==> config.mk <==
export PLATFORM = sky130hd
export DESIGN_NAME = scan_pkt_wrapper
export DESIGN_NICKNAME = d
export VERILOG_FILES = /design/src/rtl/wrap_pkg.sv /design/src/rtl/wrap_fifo.sv /design/src/rtl/wrap_defect_reg.sv /design/src/rtl/wrap_ctrl.sv /design/src/rtl/scan_pkt_wrapper.sv
export SDC_FILE = /design/constraint.sdc
export NUM_CORES = 1
export LEC_CHECK = 0
export ABC_AREA = 1
export BUFFER_PORTS_ARGS = -buffer_cell sky130_fd_sc_hd__buf_2
export CAP_MARGIN = 25
export CORE_UTILIZATION = 55
export CTS_BUF_LIST = sky130_fd_sc_hd__clkbuf_8
export CTS_CLUSTER_DIAMETER = 60
export DETAILED_ROUTE_END_ITERATION = 8
export MAX_ROUTING_LAYER = met4
export PLACE_DENSITY = 0.82
export SYNTH_ARGS = -nofsm -noshare
export SYNTH_HDL_FRONTEND = slang
export SYNTH_SLANG_ARGS = --single-unit
==> constraint.sdc <==
create_clock -name clk -period 2.5 [get_ports clk]
set_clock_uncertainty 0.2 [all_clocks]
set_input_delay 0.25 -clock clk [delete_from_list [all_inputs] [get_ports clk]]
set_output_delay 0.25 -clock clk [all_outputs]
set_load 0.02 [all_outputs]
==> src/rtl/wrap_pkg.sv <==
package wrap_pkg;
  localparam int ID_W   = 8;
  localparam int TYPE_W = 2;
  localparam int LEN_W  = 8;
  localparam int FLIT_W = 2 * ID_W + TYPE_W + LEN_W;

  typedef enum logic [TYPE_W-1:0] {
    PT_STIM = 2'd0,
    PT_RESP = 2'd1,
    PT_CFG  = 2'd2,
    PT_RSVD = 2'd3
  } pkt_type_e;

  function automatic logic [FLIT_W-1:0] pack_hdr(input logic [ID_W-1:0] dst,
                                                 input logic [ID_W-1:0] src,
                                                 input pkt_type_e typ,
                                                 input logic [LEN_W-1:0] len);
    return {dst, src, typ, len};
  endfunction
endpackage

==> src/rtl/wrap_fifo.sv <==
module wrap_fifo #(
  parameter int W     = 27,
  parameter int DEPTH = 4
) (
  input  logic         clk,
  input  logic         rst_n,
  input  logic         push,
  input  logic [W-1:0] push_data,
  output logic         full,
  input  logic         pop,
  output logic         valid,
  output logic [W-1:0] data
);
  localparam int AW = (DEPTH > 1) ? $clog2(DEPTH) : 1;
  localparam int CW = $clog2(DEPTH + 1);

  logic [W-1:0]  mem [DEPTH];
  logic [AW-1:0] wr_q, wr_d, rd_q, rd_d;
  logic [CW-1:0] cnt_q, cnt_d;
  logic          do_push, do_pop;

  always_comb begin
    full    = (cnt_q == CW'(DEPTH));
    valid   = (cnt_q != '0);
    do_push = push && !full;
    do_pop  = pop && valid;
    wr_d    = wr_q;
    rd_d    = rd_q;
    cnt_d   = cnt_q;
    if (do_push) wr_d = (wr_q == AW'(DEPTH - 1)) ? '0 : wr_q + 1'b1;
    if (do_pop)  rd_d = (rd_q == AW'(DEPTH - 1)) ? '0 : rd_q + 1'b1;
    if (do_push && !do_pop) cnt_d = cnt_q + 1'b1;
    else if (do_pop && !do_push) cnt_d = cnt_q - 1'b1;
  end

  always_ff @(posedge clk or negedge rst_n) begin
    if (!rst_n) begin
      wr_q  <= '0;
      rd_q  <= '0;
      cnt_q <= '0;
    end else begin
      wr_q  <= wr_d;
      rd_q  <= rd_d;
      cnt_q <= cnt_d;
    end
  end

  always_ff @(posedge clk) begin
    if (do_push) mem[wr_q] <= push_data;
  end

  assign data = mem[rd_q];
endmodule

==> src/rtl/wrap_defect_reg.sv <==
module wrap_defect_reg #(
  parameter int MASK_W = 5
) (
  input  logic              clk,
  input  logic              rst_n,
  input  logic              we,
  input  logic [MASK_W-1:0] d,
  output logic [MASK_W-1:0] q
);
  logic [MASK_W-1:0] q_d;

  always_comb q_d = we ? d : q;

  always_ff @(posedge clk or negedge rst_n) begin
    if (!rst_n) q <= '0;
    else        q <= q_d;
  end
endmodule

==> src/rtl/wrap_ctrl.sv <==
module wrap_ctrl
  import wrap_pkg::*;
#(
  parameter int              CHAINS    = 16,
  parameter int              CHAIN_LEN = 4,
  parameter int              MASK_W    = 5,
  parameter logic [ID_W-1:0] NODE_ID   = 8'h21,
  parameter logic [ID_W-1:0] DIAG_ID   = 8'h00,
  parameter logic [ID_W-1:0] NBR_ID    = 8'hFF
) (
  input  logic              clk,
  input  logic              rst_n,
  input  logic              in_valid,
  input  logic              in_tail,
  input  logic [TYPE_W-1:0] in_type,
  input  logic [CHAINS-1:0] in_pay,
  output logic              in_ready,
  input  logic              fifo_full,
  output logic              push,
  output logic [FLIT_W-1:0] push_data,
  output logic              push_tail,
  output logic              scan_en,
  output logic [CHAINS-1:0] scan_in,
  input  logic [CHAINS-1:0] scan_out,
  output logic              capture,
  output logic              mask_we
);
  typedef enum logic [2:0] {S_HDR, S_STIM, S_CAPT, S_CFG, S_DROP} st_e;

  st_e       st_q, st_d;
  logic      first_q, first_d;
  logic      acc;
  pkt_type_e ptype;

  assign scan_in = in_pay;

  always_comb begin
    ptype     = pkt_type_e'(in_type);
    in_ready  = !fifo_full && (st_q != S_CAPT);
    acc       = in_valid && in_ready;
    st_d      = st_q;
    first_d   = first_q;
    scan_en   = 1'b0;
    capture   = 1'b0;
    push      = 1'b0;
    push_data = '0;
    push_tail = 1'b0;
    mask_we   = 1'b0;
    case (st_q)
      S_HDR: if (acc) begin
        case (ptype)
          PT_STIM: begin
            push      = 1'b1;
            push_data = pack_hdr(DIAG_ID, NODE_ID, PT_RESP, LEN_W'(CHAIN_LEN));
            st_d      = S_STIM;
          end
          PT_CFG: begin
            push      = 1'b1;
            push_data = pack_hdr(NBR_ID, NODE_ID, PT_CFG, LEN_W'(1));
            first_d   = 1'b1;
            st_d      = S_CFG;
          end
          default: st_d = in_tail ? S_HDR : S_DROP;
        endcase
      end
      S_STIM: if (acc) begin
        scan_en   = 1'b1;
        push      = 1'b1;
        push_data = FLIT_W'(scan_out);
        push_tail = in_tail;
        if (in_tail) st_d = S_CAPT;
      end
      S_CAPT: begin
        capture = 1'b1;
        st_d    = S_HDR;
      end
      S_CFG: if (acc) begin
        if (first_q) begin
          mask_we   = 1'b1;
          push      = 1'b1;
          push_data = FLIT_W'(in_pay[MASK_W-1:0]);
          push_tail = 1'b1;
          first_d   = 1'b0;
        end
        if (in_tail) st_d = S_HDR;
      end
      S_DROP: if (acc && in_tail) st_d = S_HDR;
      default: st_d = S_HDR;
    endcase
  end

  always_ff @(posedge clk or negedge rst_n) begin
    if (!rst_n) begin
      st_q    <= S_HDR;
      first_q <= 1'b0;
    end else begin
      st_q    <= st_d;
      first_q <= first_d;
    end
  end
endmodule

==> src/rtl/scan_pkt_wrapper.sv <==
module scan_pkt_wrapper
  import wrap_pkg::*;
#(
  parameter int              CHAINS     = 16,
  parameter int              CHAIN_LEN  = 4,
  parameter int              MASK_W     = 5,
  parameter int              FIFO_DEPTH = 4,
  parameter logic [ID_W-1:0] NODE_ID    = 8'h21,
  parameter logic [ID_W-1:0] DIAG_ID    = 8'h00,
  parameter logic [ID_W-1:0] NBR_ID     = 8'hFF
) (
  input  logic              clk,
  input  logic              arst_n,
  input  logic              in_valid,
  output logic              in_ready,
  input  logic [FLIT_W-1:0] in_data,
  input  logic              in_tail,
  output logic              out_valid,
  input  logic              out_ready,
  output logic [FLIT_W-1:0] out_data,
  output logic              out_tail,
  output logic              scan_en,
  output logic [CHAINS-1:0] scan_in,
  input  logic [CHAINS-1:0] scan_out,
  output logic              capture,
  output logic [MASK_W-1:0] defect_mask
);
  logic [1:0]        rst_sync;
  logic              rst_n;
  logic              ctl_push, ctl_tail, fifo_full, mask_we;
  logic [FLIT_W-1:0] ctl_data;
  logic              hdr_unused;

  always_ff @(posedge clk or negedge arst_n) begin
    if (!arst_n) rst_sync <= '0;
    else         rst_sync <= {rst_sync[0], 1'b1};
  end
  assign rst_n = rst_sync[1];

  assign hdr_unused = ^in_data[FLIT_W-1:CHAINS];

  wrap_ctrl #(
    .CHAINS(CHAINS), .CHAIN_LEN(CHAIN_LEN), .MASK_W(MASK_W),
    .NODE_ID(NODE_ID), .DIAG_ID(DIAG_ID), .NBR_ID(NBR_ID)
  ) u_ctrl (
    .clk(clk), .rst_n(rst_n),
    .in_valid(in_valid), .in_tail(in_tail),
    .in_type(in_data[LEN_W +: TYPE_W]), .in_pay(in_data[CHAINS-1:0]),
    .in_ready(in_ready), .fifo_full(fifo_full),
    .push(ctl_push), .push_data(ctl_data), .push_tail(ctl_tail),
    .scan_en(scan_en), .scan_in(scan_in), .scan_out(scan_out),
    .capture(capture), .mask_we(mask_we)
  );

  wrap_fifo #(.W(FLIT_W + 1), .DEPTH(FIFO_DEPTH)) u_fifo (
    .clk(clk), .rst_n(rst_n),
    .push(ctl_push), .push_data({ctl_tail, ctl_data}), .full(fifo_full),
    .pop(out_ready), .valid(out_valid), .data({out_tail, out_data})
  );

  wrap_defect_reg #(.MASK_W(MASK_W)) u_mask (
    .clk(clk), .rst_n(rst_n), .we(mask_we),
    .d(in_data[MASK_W-1:0]), .q(defect_mask)
  );
endmodule

Yosys cells after proc, flatten, opt, wreduce, memory -nomap -nowiden
Memory sizes are Yosys's and may differ from the RTL's.
Index checks and enable logic that the tools add are counted.
{"block": "totals", "reg_bits": 18, "mem_bits_rw": 108, "out_inout_bits": 52, "elab_cells": 82, "memories": 1}
{"memory": "u_fifo.mem", "depth": 4, "width": 27, "rd": 1, "rd_ports_with_merged_regs": 0, "write_ports": 1, "line_no": "wrap_fifo.sv:17", "text": "logic [W-1:0] mem [DEPTH];"}
{"block": "classes", "n_addsub": 4, "eq_ne": 16, "muxes": 36, "reduce_logical": 18}
{"op": "$pmux W26 S3", "count": 1}
{"op": "$mux W26", "count": 2}
{"op": "$pmux W26 S2", "count": 1}
{"op": "$mux W3", "count": 9}
{"op": "$mux W16", "count": 1}
{"op": "$mux W1", "count": 14}
{"op": "$pmux W3 S4", "count": 1}
{"op": "$ne A2 B1 Y1 const B", "count": 4}
{"op": "$logic_and A1 B1 Y1", "count": 7}
{"op": "$eq A2 B2 Y1 const B", "count": 3}
{"op": "$eq A3 B2 Y1 const B", "count": 2}
{"op": "$eq A3 B3 Y1 const B", "count": 2}
{"op": "$ne A2 B2 Y1 const B", "count": 3}
{"op": "$pmux W3 S2", "count": 1}
{"op": "$reduce_and A6 Y1", "count": 1}
{"op": "$mux W5", "count": 1}
{"op": "$add A2 B1 Y2 const B", "count": 2}
{"op": "$mux W2", "count": 2}
{"op": "$pmux W1 S2", "count": 2}
{"op": "$reduce_and A4 Y1", "count": 1}
{"op": "$reduce_bool A2 Y1", "count": 2}
{"op": "$add A3 B1 Y3 const B", "count": 1}
{"op": "$eq A3 B1 Y1 const B", "count": 1}
{"op": "$logic_not A1 Y1", "count": 3}
{"op": "other kinds (7)", "count": 7}

Logic depth before layout (Yosys ltp)
Gate-level depths: netlist of run 1.
{"block": "depth", "ltp_word": 11, "ltp_mapped": 13, "depth_no_buf": 13}

Cells and area by module
From an unflattened synthesis of run 1, not the netlist that was laid out.
{"block": "hier_totals", "hier_cells": 516, "area_unflattened_um2": 5696.7}
{"module": "wrap_fifo", "instances": 1, "cells_each": 374, "area_per_inst_um2": 4777.1, "seq_area_each_um2": 3418.3}
{"module": "wrap_ctrl", "instances": 1, "cells_each": 118, "area_per_inst_um2": 680.7, "seq_area_each_um2": 100.1}
{"module": "wrap_defect_reg", "instances": 1, "cells_each": 21, "area_per_inst_um2": 185.2, "seq_area_each_um2": 125.1}
{"module": "scan_pkt_wrapper", "instances": 1, "cells_each": 3, "area_per_inst_um2": 53.8, "seq_area_each_um2": 50.0}

Worst setup path after synthesis of run 1
Ideal clock, no wire load.
{"block": "synth_path", "path_type": "flip-flop to flip-flop", "from": "register u_fifo.cnt_q[0]", "to": "memory u_fifo.mem[0][0], enable pin", "setup_ns": 0.393, "t_arrival_ns": 1.878, "required_ns": 1.907, "setup_slack_ns": 0.029, "stages_incl_launch_ff": 9, "n_path_buf": 0, "synth_period_minus_slack_ns": 2.471, "path_cell_list": "dfrtp_1 > nor2_1 > nand2_1 > nand3_4 > inv_2 > o21ai_2 > nand2_4 > inv_2 > nor2_1"}
{"block": "synth_via", "elab_chain_cells": 9, "elab_cells_between_ends": 11, "cone_classes": "1 x eq/ne; 6 x mux; 4 x reduce/logical"}
{"element": "from (decl)", "line_no": "wrap_fifo.sv:19", "text": "logic [CW-1:0] cnt_q, cnt_d;"}
{"element": "from (signal assigned)", "line_no": "wrap_fifo.sv:44", "text": "cnt_q <= cnt_d;"}
{"element": "$eq A3 B3 Y1 (*)", "line_no": "wrap_fifo.sv:23", "text": "full = (cnt_q == CW'(DEPTH));"}
{"element": "$logic_not A1 Y1 (*)", "line_no": "wrap_fifo.sv:25, wrap_ctrl.sv:39"}
{"element": "$logic_and A1 B1 Y1", "line_no": "wrap_ctrl.sv:39", "text": "in_ready = !fifo_full && (st_q != S_CAPT);"}
{"element": "$logic_and A1 B1 Y1", "line_no": "wrap_ctrl.sv:40", "text": "acc = in_valid && in_ready;"}
{"element": "$mux W1, on equally long branches", "line_no": "wrap_ctrl.sv:77, wrap_ctrl.sv:50, wrap_ctrl.sv:66"}
{"element": "$pmux W1 S3", "line_no": "wrap_ctrl.sv:49", "text": "case (st_q)"}
{"element": "$logic_and A1 B1 Y1 (*)", "line_no": "wrap_fifo.sv:25", "text": "do_push = push && !full;"}
{"element": "net u_fifo.do_push", "line_no": "wrap_fifo.sv:20", "text": "logic do_push, do_pop;"}
{"element": "$mux W1 (*)", "line_no": "wrap_fifo.sv:49", "text": "if (do_push) mem[wr_q] <= push_data;"}
{"element": "$mux W1 (implied by the code) (*)", "line_no": "wrap_fifo.sv:49"}
{"element": "to (decl)", "line_no": "wrap_fifo.sv:17"}
Mark *: on every way through the listed nets, which the timed path passes. The rest lies on a longest branch.

Worst setup path in the final report of run 1
{"block": "layout_path", "from": "register u_ctrl.st_q[2]", "to": "register u_fifo.cnt_q[2]"}
{"block": "layout_via", "elab_chain_cells": 9, "elab_cells_between_ends": 16, "cone_classes": "3 x eq/ne; 5 x mux; 8 x reduce/logical"}
{"element": "from (decl)", "line_no": "wrap_ctrl.sv:30", "text": "st_e st_q, st_d;"}
{"element": "from (signal assigned)", "line_no": "wrap_ctrl.sv:97", "text": "st_q <= st_d;"}
{"element": "$ne A3 B2 Y1", "line_no": "wrap_ctrl.sv:39"}
{"element": "$logic_and A1 B1 Y1", "line_no": "wrap_ctrl.sv:39"}
{"element": "$logic_and A1 B1 Y1", "line_no": "wrap_ctrl.sv:40"}
{"element": "$mux W1, on equally long branches", "line_no": "wrap_ctrl.sv:77, wrap_ctrl.sv:50, wrap_ctrl.sv:66"}
{"element": "$pmux W1 S3 (*)", "line_no": "wrap_ctrl.sv:49"}
{"element": "$logic_and A1 B1 Y1 (*)", "line_no": "wrap_fifo.sv:25"}
{"element": "net u_fifo.do_push", "line_no": "wrap_fifo.sv:20"}
{"element": "$logic_not A1 Y1", "line_no": "wrap_fifo.sv:33", "text": "else if (do_pop && !do_push) cnt_d = cnt_q - 1'b1;"}
{"element": "$logic_and A1 B1 Y1", "line_no": "wrap_fifo.sv:33"}
{"element": "$reduce_bool A2 Y1 (no source line)"}
Marked as above.
A chain may end at the register's enable or synchronous reset.

==> key figures, run 1 <==
Outcome
  – Outcome: complete, no violations

Finish
  – Layout cell share with drive strength beyond 1: 0.293
  – Area Growth Syn to Fin: 16.9%
  – Diodes inserted: 0
  – Layout Nets: 480
  – Final instance area: 4680 µm²
  – Fillers: 547
  – Register area: 2620 µm²
  – Area of the multi-input gates: 1120 µm²

Clock network
  – Clk_lat worst skew: 0.36 ns
  – Worst-path clk slew: 0.09 ns
  – CTS buffer count: 9
  – Buffer depth of the longest clock path: 2
  – Clock sink count: 90
  – CTS tree: built
  – CTS Root Cell: clkbuf_8
  – H-tree Lvls: 3

STA
  – Final setup violation count: 0
  – Crit share post-route: 0.991
  – Max Slew Vio Count: 0
  – Final hold violation count: 0
  – Worst rel slew slack: 0.530
  – Achievable clock frequency: 0.404 GHz
  – Minimum clock period: 2.48 ns
  – Worst-margin pin slew: 0.705 ns

Worst setup path
  – Worst Path Max Fanout: 6
  – R2R setup slack: 0.02 ns
  – Critical setup path kind: flop to flop
  – Crit end category: flop
  – Slowest cell delay on critical path: 0.40 ns
  – Critical Path Start Type: flop
  – Critical Path, Cell by Cell: inv_2, nand2_4, nor2_4, nand2_4, nor2_8, inv_4, nand2_4, ha_1, inv_1, fa_1, a21oi_1, o21ai_1, xor2_1
  – CP arrival: 2.52 ns
  – Worst path required time: 2.54 ns
  – CP dominant cell by count: nand2_4
  – Slowest-stage cell, CP: fa_1

GRT
  – Gr usage total: 0.232
  – Remaining Overflow, GRT: 0
  – Largest net degree at the start of global routing: 25
  – First-pass GRT wire length: 12500 µm
  – Number of global-route vias before repair: 2648
  – Initial antenna violation count: 0

Die
  – Die area: 7620 µm²
  – Rows: 30
  – Core Area: 6910 µm²
  – Initial cell density of the core: 0.579
  – # IOs: 99
  – Die width: 87.3 µm
  – Die Y: 87.3 µm

Logic synthesis
  – Flops & latches, synth: 90
  – Mapped Avg Cell Area: 11.2 µm²
  – Mapped Cells: 357
  – Synth top area cells: edfxtp_1 (54%), dfrtp_1 (11%), nand2_1 (5.4%), nor2_1 (5.2%), o21ai_0 (4.9%)
  – Area of the mapped netlist: 4000 µm²
  – Synth Flop Type: edfxtp_1
  – Synth Warn #: 0
  – Commonest cells post-synth: edfxtp_1 (72), nand2_1 (58), nor2_1 (55)
  – Most numerous cell in the Yosys netlist: edfxtp_1
  – Sequential-to-total area share from yosys stat: 0.653
  – EDFF count, synth: 72
  – Post-synthesis async set-or-reset flop share: 0.200
  – Area leader, netlist: edfxtp_1
  – Post-synthesis cell type count: 33
  – Top cell type's share of synthesized area: 0.541

Drt
  – Post-Route WL: 8150 µm
  – Routed len/inst: 15.5 µm
  – Detailed-router iteration count before antenna repair: 5
  – Vias post-DR: 2772
  – DR vias/cell: 5.27
  – Initial DRC count: 196
  – DRC violations left: 0
  – Post-DRT Antenna Nets: 0

Placed design
  – Placed cell area: 4330 µm²
  – DP Wirelength: 5430 µm
  – Routability cong.: 0.896
  – IO Port Bufs: 68

Power
  – Psw: 2.26 mW
  – Logic pwr share: 0.443
  – Part of the power in registers: 0.380
  – P_int: 3.17 mW
  – Static Leak: 1.98 nW
  – Final Power: 5.43 mW
  – Clk pwr share: 0.177
  – Worst VDD drop: 617 µV
  – Sw frac: 0.417
  – PD cells: 1160 nW/µm²

Hold path
  – Hold crit path type: input port to flop

Flow run
  – Max cap viols: 0
[registers in the layout, summed over array words and instances (netlist names)]
name,cells
u_mask.q,5
rst_sync,2
u_fifo.cnt_q,3
u_ctrl.st_q,3
u_ctrl.first_q,1
u_fifo.mem,72
u_fifo.wr_q,2
u_fifo.rd_q,2
[repair_timing]
action | CTS | global route
resized for setup | 0 | 14
endpoints found under the hold margin | 8 | 0
hold buffers | 8 | 0
endpoints found under the setup margin | 0 | 10
buffers inserted | 0 | 4
[cell families after synthesis]
group	Yosys count	share of synthesized area
AO/OA/AOI/OAI	62	0.0848
XOR/XNOR	2	0.00438
adder cells (fa/ha/maj)	7	0.0238
buffers and inverters	58	0.0791
flip-flops	90	0.653
multiplexers	1	0.00281
other	2	0.00188
AND/OR/NAND/NOR	135	0.150
[layer usage]
metal,GRT usage,routed length [µm]
met1,0.264,3280
met2,0.406,4250
met3,0.0635,555
met4,0.0537,65
met5,-,0
[worst max-delay path, delay by kind of cell, from the launching register on]
family	cells	cell delay, ns
flip-flops	1	0.38
adder cells (fa/ha/maj)	2	0.55
XOR/XNOR	1	0.15
AO/OA/AOI/OAI	2	0.32
AND/OR/NAND/NOR	5	0.51
buffers and inverters	3	0.26
[per-stage QoR]
step	worst slack, ns	hold slack [ns]	cells	util	TNS [ns]
2_1_floorplan	0.0291	-0.246	358	-	0
3_3_place_gp	0.117	-0.164	499	0.626	0
3_5_place_dp	0.0571	-0.164	499	0.626	0
4_1_cts	0.0317	0.0446	522	0.666	0
5_1_grt	-0.140	0.0608	526	0.677	-0.184
6_report	0.0221	0.0662	526	0.677	0
[placed cells by master (no fill, tap or decap), types with 2 or more instances in the layout]
| cell | n |
|---|---|
| nor2_2 | 2 |
| buf_2 | 68 |
| ha_1 | 6 |
| o22ai_1 | 17 |
| clkinvlp_4 | 2 |
| o21ai_0 | 38 |
| dfrtp_1 | 16 |
| dfrtp_2 | 2 |
| nand2_4 | 3 |
| conb_1 | 3 |
| nand3_1 | 5 |
| inv_2 | 6 |
| inv_1 | 15 |
| nor2_4 | 3 |
| edfxtp_1 | 72 |
| buf_4 | 16 |
| nand3_4 | 2 |
| nand4_1 | 3 |
| dlygate4sd3_1 | 8 |
| nand2_1 | 56 |
| nor2_1 | 54 |
| nand2_2 | 2 |
| a21oi_1 | 3 |
| clkbuf_8 | 9 |
[final cells by class]
cell class | count | area share
flip-flops and latches | 90 | 0.559
multi-input cells | 210 | 0.240
repair buffers | 92 | 0.116
clock buffers | 9 | 0.0265
well taps | 96 | 0.0257
inverters | 23 | 0.0190
clock inverters | 6 | 0.0144
[path summary, 6_finish.rpt]
check / from / endpoint / cells after the start
min in group asynchronous: rst_sync[1] / u_fifo.cnt_q[0] / 0
max in group asynchronous: arst_n / rst_sync[0] / 3
hold / removal: scan_out[1] / u_fifo.mem[0][1] / 3
hold reg to reg: rst_sync[1] / u_fifo.cnt_q[0] / 0
setup / recovery: u_ctrl.st_q[2] / u_fifo.cnt_q[2] / 13
setup reg to reg: u_ctrl.st_q[2] / u_fifo.cnt_q[2] / 13
[power by group through the flow]
stage	Combinational (mW)	Sequential [mW]	Clock [mW]
after global placement	2.24	2.07	0
after CTS	2.33	2.05	0.972
after detailed placement	2.32	2.09	0
final	2.41	2.06	0.960
after global routing	2.62	2.09	1.02
after floorplan	1.67	2.10	0
Note: power is estimated with default switching activity, not from simulation.
==> run 2: changes to the inputs <==
Settings changed: CORE_MARGIN set to 1.5.
==> run 2 against run 1 <==
Compared with the run above: sequential share of layout area up 0.051 points; utilization down 0.13 points; routed wire length down 1.5%; total power up 0.44%; combinational power down 3%; via count down 0.97%; final cell count up 0.38%; design area down 0.19%; critical endpoint is now u_fifo.cnt_q[1].
==> key figures, run 2 (same netlist as run 1, synthesis figures left out) <==
Outcome
  – Outcome: complete, no violations

Die
  – Initial cell density of the core: 0.579
  – # IOs: 99
  – Die width: 88.3 µm
  – Die area: 7790 µm²
  – Core Area: 6910 µm²
  – Rows: 30
  – Die Y: 88.3 µm

Worst setup path
  – Worst path required time: 2.53 ns
  – Crit end category: flop
  – Worst Path Max Fanout: 4
  – CP arrival: 2.42 ns
  – Critical setup path kind: flop to flop
  – Critical Path Start Type: flop

Drt
  – DRC violations left: 0
  – Highest routed layer: met4
  – Detailed-router iteration count before antenna repair: 4
  – Post-DRT Antenna Nets: 0
  – Post-Route WL: 8030 µm
  – Initial DRC count: 198
  – Routed len/inst: 15.2 µm
  – Post-Route M1 WL: 3380 µm
  – Met2 routed WL: 3980 µm
  – Routed wl met3: 558 µm
  – DR vias/cell: 5.20
  – Vias post-DR: 2745

GRT
  – Number of global-route vias before repair: 2713
  – First-pass GRT wire length: 12500 µm
  – Gr usage total: 0.225
  – Largest net degree at the start of global routing: 33
  – Initial antenna violation count: 0
  – Remaining Overflow, GRT: 0

Finish
  – Top reg by flops: u_fifo.mem
  – Max FFs per register: 72
  – Layout cell share with drive strength beyond 1: 0.287
  – Most frequent cells in the layout: edfxtp_1 (72), buf_2 (68), nand2_1 (56), nor2_1 (55), o21ai_0 (39)
  – Fillers: 558
  – Layout Nets: 481
  – Final instance area: 4670 µm²
  – Diodes inserted: 0
  – Most common cell after layout, fill and taps aside: edfxtp_1
  – Area Growth Syn to Fin: 16.7%
  – Top Registers: u_fifo.mem: 72 flops, u_mask.q: 5 flops

Power
  – Static Leak: 1.98 nW
  – PD cells: 1170 nW/µm²
  – Worst VDD drop: 689 µV
  – Final Power: 5.46 mW

Placed design
  – DP Wirelength: 5330 µm
  – Placed cell area: 4330 µm²
  – Routability cong.: 0.906
  – IO Port Bufs: 68
  – Setup WS pre-CTS: 0.0834 ns

Clock network
  – CTS Root Cell: clkbuf_8
  – CTS tree: built
  – Clk_lat worst skew: 0.34 ns
  – Buffer depth of the longest clock path: 2
  – Worst-path clk slew: 0.08 ns
  – CTS buffer count: 9
  – Clock sink count: 90
  – H-tree Lvls: 3

STA
  – Max Slew Vio Count: 0
  – Worst setup margin: 0.110 ns
  – Worst-margin pin slew: 0.672 ns
  – Crit share post-route: 0.956
  – Final setup violation count: 0
  – Achievable clock frequency: 0.418 GHz
  – Minimum clock period: 2.39 ns
  – Worst rel slew slack: 0.552
  – Worst hold slack: 0.0131 ns
  – Final hold violation count: 0

Flow run
  – Max cap viols: 0

Hold path
  – Hold crit path type: input port to flop
run 2: final timing paths:
path                                 start         endpoint  slack, ns  cells past startpoint
setup / recovery           u_fifo.cnt_q[0]  u_fifo.cnt_q[1]       0.11                     10
min in group asynchronous      rst_sync[1]   u_fifo.wr_q[0]       0.08                      0
hold / removal                     in_tail   u_ctrl.st_q[2]       0.01                      4
max in group asynchronous           arst_n      rst_sync[0]       1.43                      3
setup reg to reg           u_fifo.cnt_q[0]  u_fifo.cnt_q[1]       0.11                     10
hold reg to reg                rst_sync[1]   u_fifo.wr_q[0]       0.08                      0
run 2: area by class of cell:
cell class,count,area [µm²],area share
multi-input cells,210,1080,0.232
clock inverters,7,92.6,0.0198
clock buffers,9,124,0.0265
repair buffers,93,546,0.117
inverters,23,88.8,0.0190
well taps,96,120,0.0257
flip-flops and latches,90,2610,0.560
run 2: report_power, final:
group	switching (mW)	internal, mW	total [mW]	leakage, nW
logic	1.56	0.774	2.33	0.976
registers	0.166	1.92	2.08	0.899
clock network	0.483	0.561	1.04	0.103
total	2.21	3.25	5.46	1.98
run 2: critical path, cell delays in order (launching register included):
cell	delay, ns
dfrtp_1	0.41
nor2_1	0.20
nand2_2	0.12
nand3_4	0.14
inv_2	0.06
o21ai_2	0.11
nand2_4	0.09
ha_1	0.19
inv_1	0.09
fa_1	0.41
mux2_2	0.26
run 2: per-layer routing:
| layer | track usage | vias up |
|---|---|---|
| li1 | - | 1332 |
| met1 | 0.267 | 1287 |
| met2 | 0.375 | 114 |
| met3 | 0.0588 | 12 |
| met4 | 0.0739 | 0 |
| met5 | - | - |
run 2: per-stage QoR:
step,instances,utilization,TNS (ns)
after floorplan,358,-,0
after global routing,528,0.676,-0.0277
final,528,0.676,0
after global placement,499,0.626,0
after CTS,522,0.668,0
after detailed placement,499,0.626,0
run 2: timing repair:
action	CTS	global route
setup buffers	0	6
setup endpoints to repair	0	2
hold buffers	7	0
endpoints found under the hold margin	7	0
resized for setup	0	4
==> run 3: changes to the inputs <==
Settings changed: BUFFER_PORTS_ARGS -buffer_cell sky130_fd_sc_hd__buf_2 to not set, DONT_BUFFER_PORTS set to 1, PLACE_DENSITY 0.82 to 0.7.
==> run 3 against run 2 <==
Compared with the run above: sequential share of layout area grew 1.1 points; die area is the same; critical path depth is the same; non-clock buffer count shrank 52; critical endpoint unchanged; worst hold slack gained 0.0056 ns; clock power is essentially flat; combinational power shrank 9.9%; register-to-register slack is essentially flat; critical path type unchanged; utilization shrank 1.3 points; worst setup slack gained 0.013 ns.
==> key figures, run 3 (same netlist as run 1, synthesis figures left out) <==
Clock network
  – CTS buffer count: 9
  – Worst-path clk slew: 0.08 ns
  – Clock sink count: 90
  – H-tree Lvls: 3
  – Buffer depth of the longest clock path: 2
  – CTS Root Cell: clkbuf_8
  – CTS tree: built
  – Clk_lat worst skew: 0.34 ns

Finish
  – Area Growth Syn to Fin: 14.5%
  – Final core occ: 0.663
  – Most common cell after layout, fill and taps aside: edfxtp_1
  – Top Registers: u_fifo.mem: 72 flops, u_mask.q: 5 flops
  – Post-route insts no fill: 476
  – Most frequent cells in the layout: edfxtp_1 (72), nand2_1 (56), nor2_1 (54), o21ai_0 (39), dlygate4sd3_1 (23)
  – Fillers: 537
  – Top reg by flops: u_fifo.mem
  – Max FFs per register: 72
  – Layout Nets: 429
  – Diodes inserted: 0
  – Layout cell share with drive strength beyond 1: 0.153

STA
  – Achievable clock frequency: 0.421 GHz
  – Final hold violation count: 0
  – Final setup violation count: 0
  – Crit share post-route: 0.951
  – Max Slew Vio Count: 0
  – Worst rel slew slack: 0.554
  – Worst-margin pin slew: 0.669 ns
  – Minimum clock period: 2.38 ns

Drt
  – Initial DRC count: 141
  – Post-DRT Antenna Nets: 0
  – DRC violations left: 0
  – Post-Route WL: 7680 µm
  – Routed len/inst: 16.1 µm
  – Detailed-router iteration count before antenna repair: 4
  – DR vias/cell: 5.35
  – Vias post-DR: 2548

Die
  – Die width: 88.3 µm
  – # IOs: 99
  – Initial cell density of the core: 0.579
  – Die Y: 88.3 µm
  – Core Area: 6910 µm²
  – Die area: 7790 µm²
  – Rows: 30

Flow run
  – Max cap viols: 0

Hold path
  – Hold crit path type: input port to flop
  – Hold path depth: 3

Worst setup path
  – Slowest-stage cell, CP: dfrtp_1
  – Worst Path Max Fanout: 4
  – Slowest cell delay on critical path: 0.43 ns
  – CP bufs+invs: 2
  – Critical setup path kind: flop to flop
  – Critical Path, Cell by Cell: nor2_2, nand2_2, nand3_4, inv_2, o21ai_4, nand2_4, ha_1, inv_1, fa_1, mux2_2
  – Crit end category: flop
  – R2R cell count: 10
  – Worst path required time: 2.53 ns
  – CP arrival: 2.40 ns
  – Critical Path Start Type: flop
  – Worst path depth: 10
  – CP delay by family, top: adder cells

GRT
  – Remaining Overflow, GRT: 0
  – Initial antenna violation count: 0
  – Number of global-route vias before repair: 2513
  – First-pass GRT wire length: 12000 µm
  – Largest net degree at the start of global routing: 21
  – Gr usage total: 0.222

Placed design
  – Routability cong.: 0.867
  – DP Wirelength: 5050 µm
  – Placed insts: 434
  – IO Port Bufs: 0

Outcome
  – Outcome: complete, no violations

Power
  – Worst VDD drop: 550 µV
  – Static Leak: 1.80 nW
  – PD cells: 1150 nW/µm²
run 3: power breakdown:
part	internal (mW)	leakage (nW)	switching, mW
Sequential	1.92	0.899	0.205
Combinational	0.638	0.786	1.46
Clock	0.563	0.111	0.489
run 3: path summary, 6_finish.rpt:
path	slack, ns	from	end
setup reg to reg	0.12	u_fifo.cnt_q[0]	u_fifo.cnt_q[1]
hold / removal	0.02	in_tail	u_ctrl.st_q[2]
min in group asynchronous	0.07	rst_sync[1]	u_fifo.rd_q[1]
max in group asynchronous	1.51	arst_n	rst_sync[1]
hold reg to reg	0.07	rst_sync[1]	u_fifo.rd_q[1]
setup / recovery	0.12	u_fifo.cnt_q[0]	u_fifo.cnt_q[1]
run 3: through the flow:
step                      instance area (µm²)  power (mW)  setup TNS [ns]  setup slack (ns)  hold slack, ns
after CTS                                4530        5.25               0            0.0537         0.00199
after global placement                   4090        4.12               0            0.0985          -0.246
after detailed placement                 4090        4.17               0            0.0616          -0.246
after global routing                     4580        5.61         -0.0348           -0.0197          0.0182
final                                    4580        5.27               0             0.122          0.0187
after floorplan                          4000        3.77               0            0.0291          -0.246
run 3: final cells by class:
cell class                 count  area [µm²]  share of cell area
sequential                    90        2610               0.570
multi-input combinational    210        1110               0.243
timing repair buffer          41         428              0.0934
inverter                      23        88.8              0.0194
tap                           96         120              0.0262
clock inverter                 7        93.8              0.0205
clock buffer                   9         124              0.0270
run 3: tightest hold or removal path, stage by stage:
cell     delay (ns)
nand4_1        0.09
nand2_1        0.10
nand2_1        0.08
run 3: repair_timing:
| item | in CTS | in global routing |
|---|---|---|
| hold buffers | 23 | 0 |
| endpoints found under the hold margin | 56 | 0 |
| resized for setup | 0 | 7 |
| setup buffers | 0 | 3 |
| setup endpoints to repair | 0 | 2 |
run 3: routing by layer:
| layer | routed length, µm | GRT usage | vias to the layer above | part of all wire |
|---|---|---|---|---|
| li1 | - | - | 1230 | - |
| met1 | 3300 | 0.264 | 1229 | 0.43 |
| met2 | 3900 | 0.375 | 80 | 0.51 |
| met3 | 369 | 0.0457 | 9 | 0.048 |
| met4 | 104 | 0.0795 | 0 | 0.014 |
| met5 | 0 | - | - | 0 |
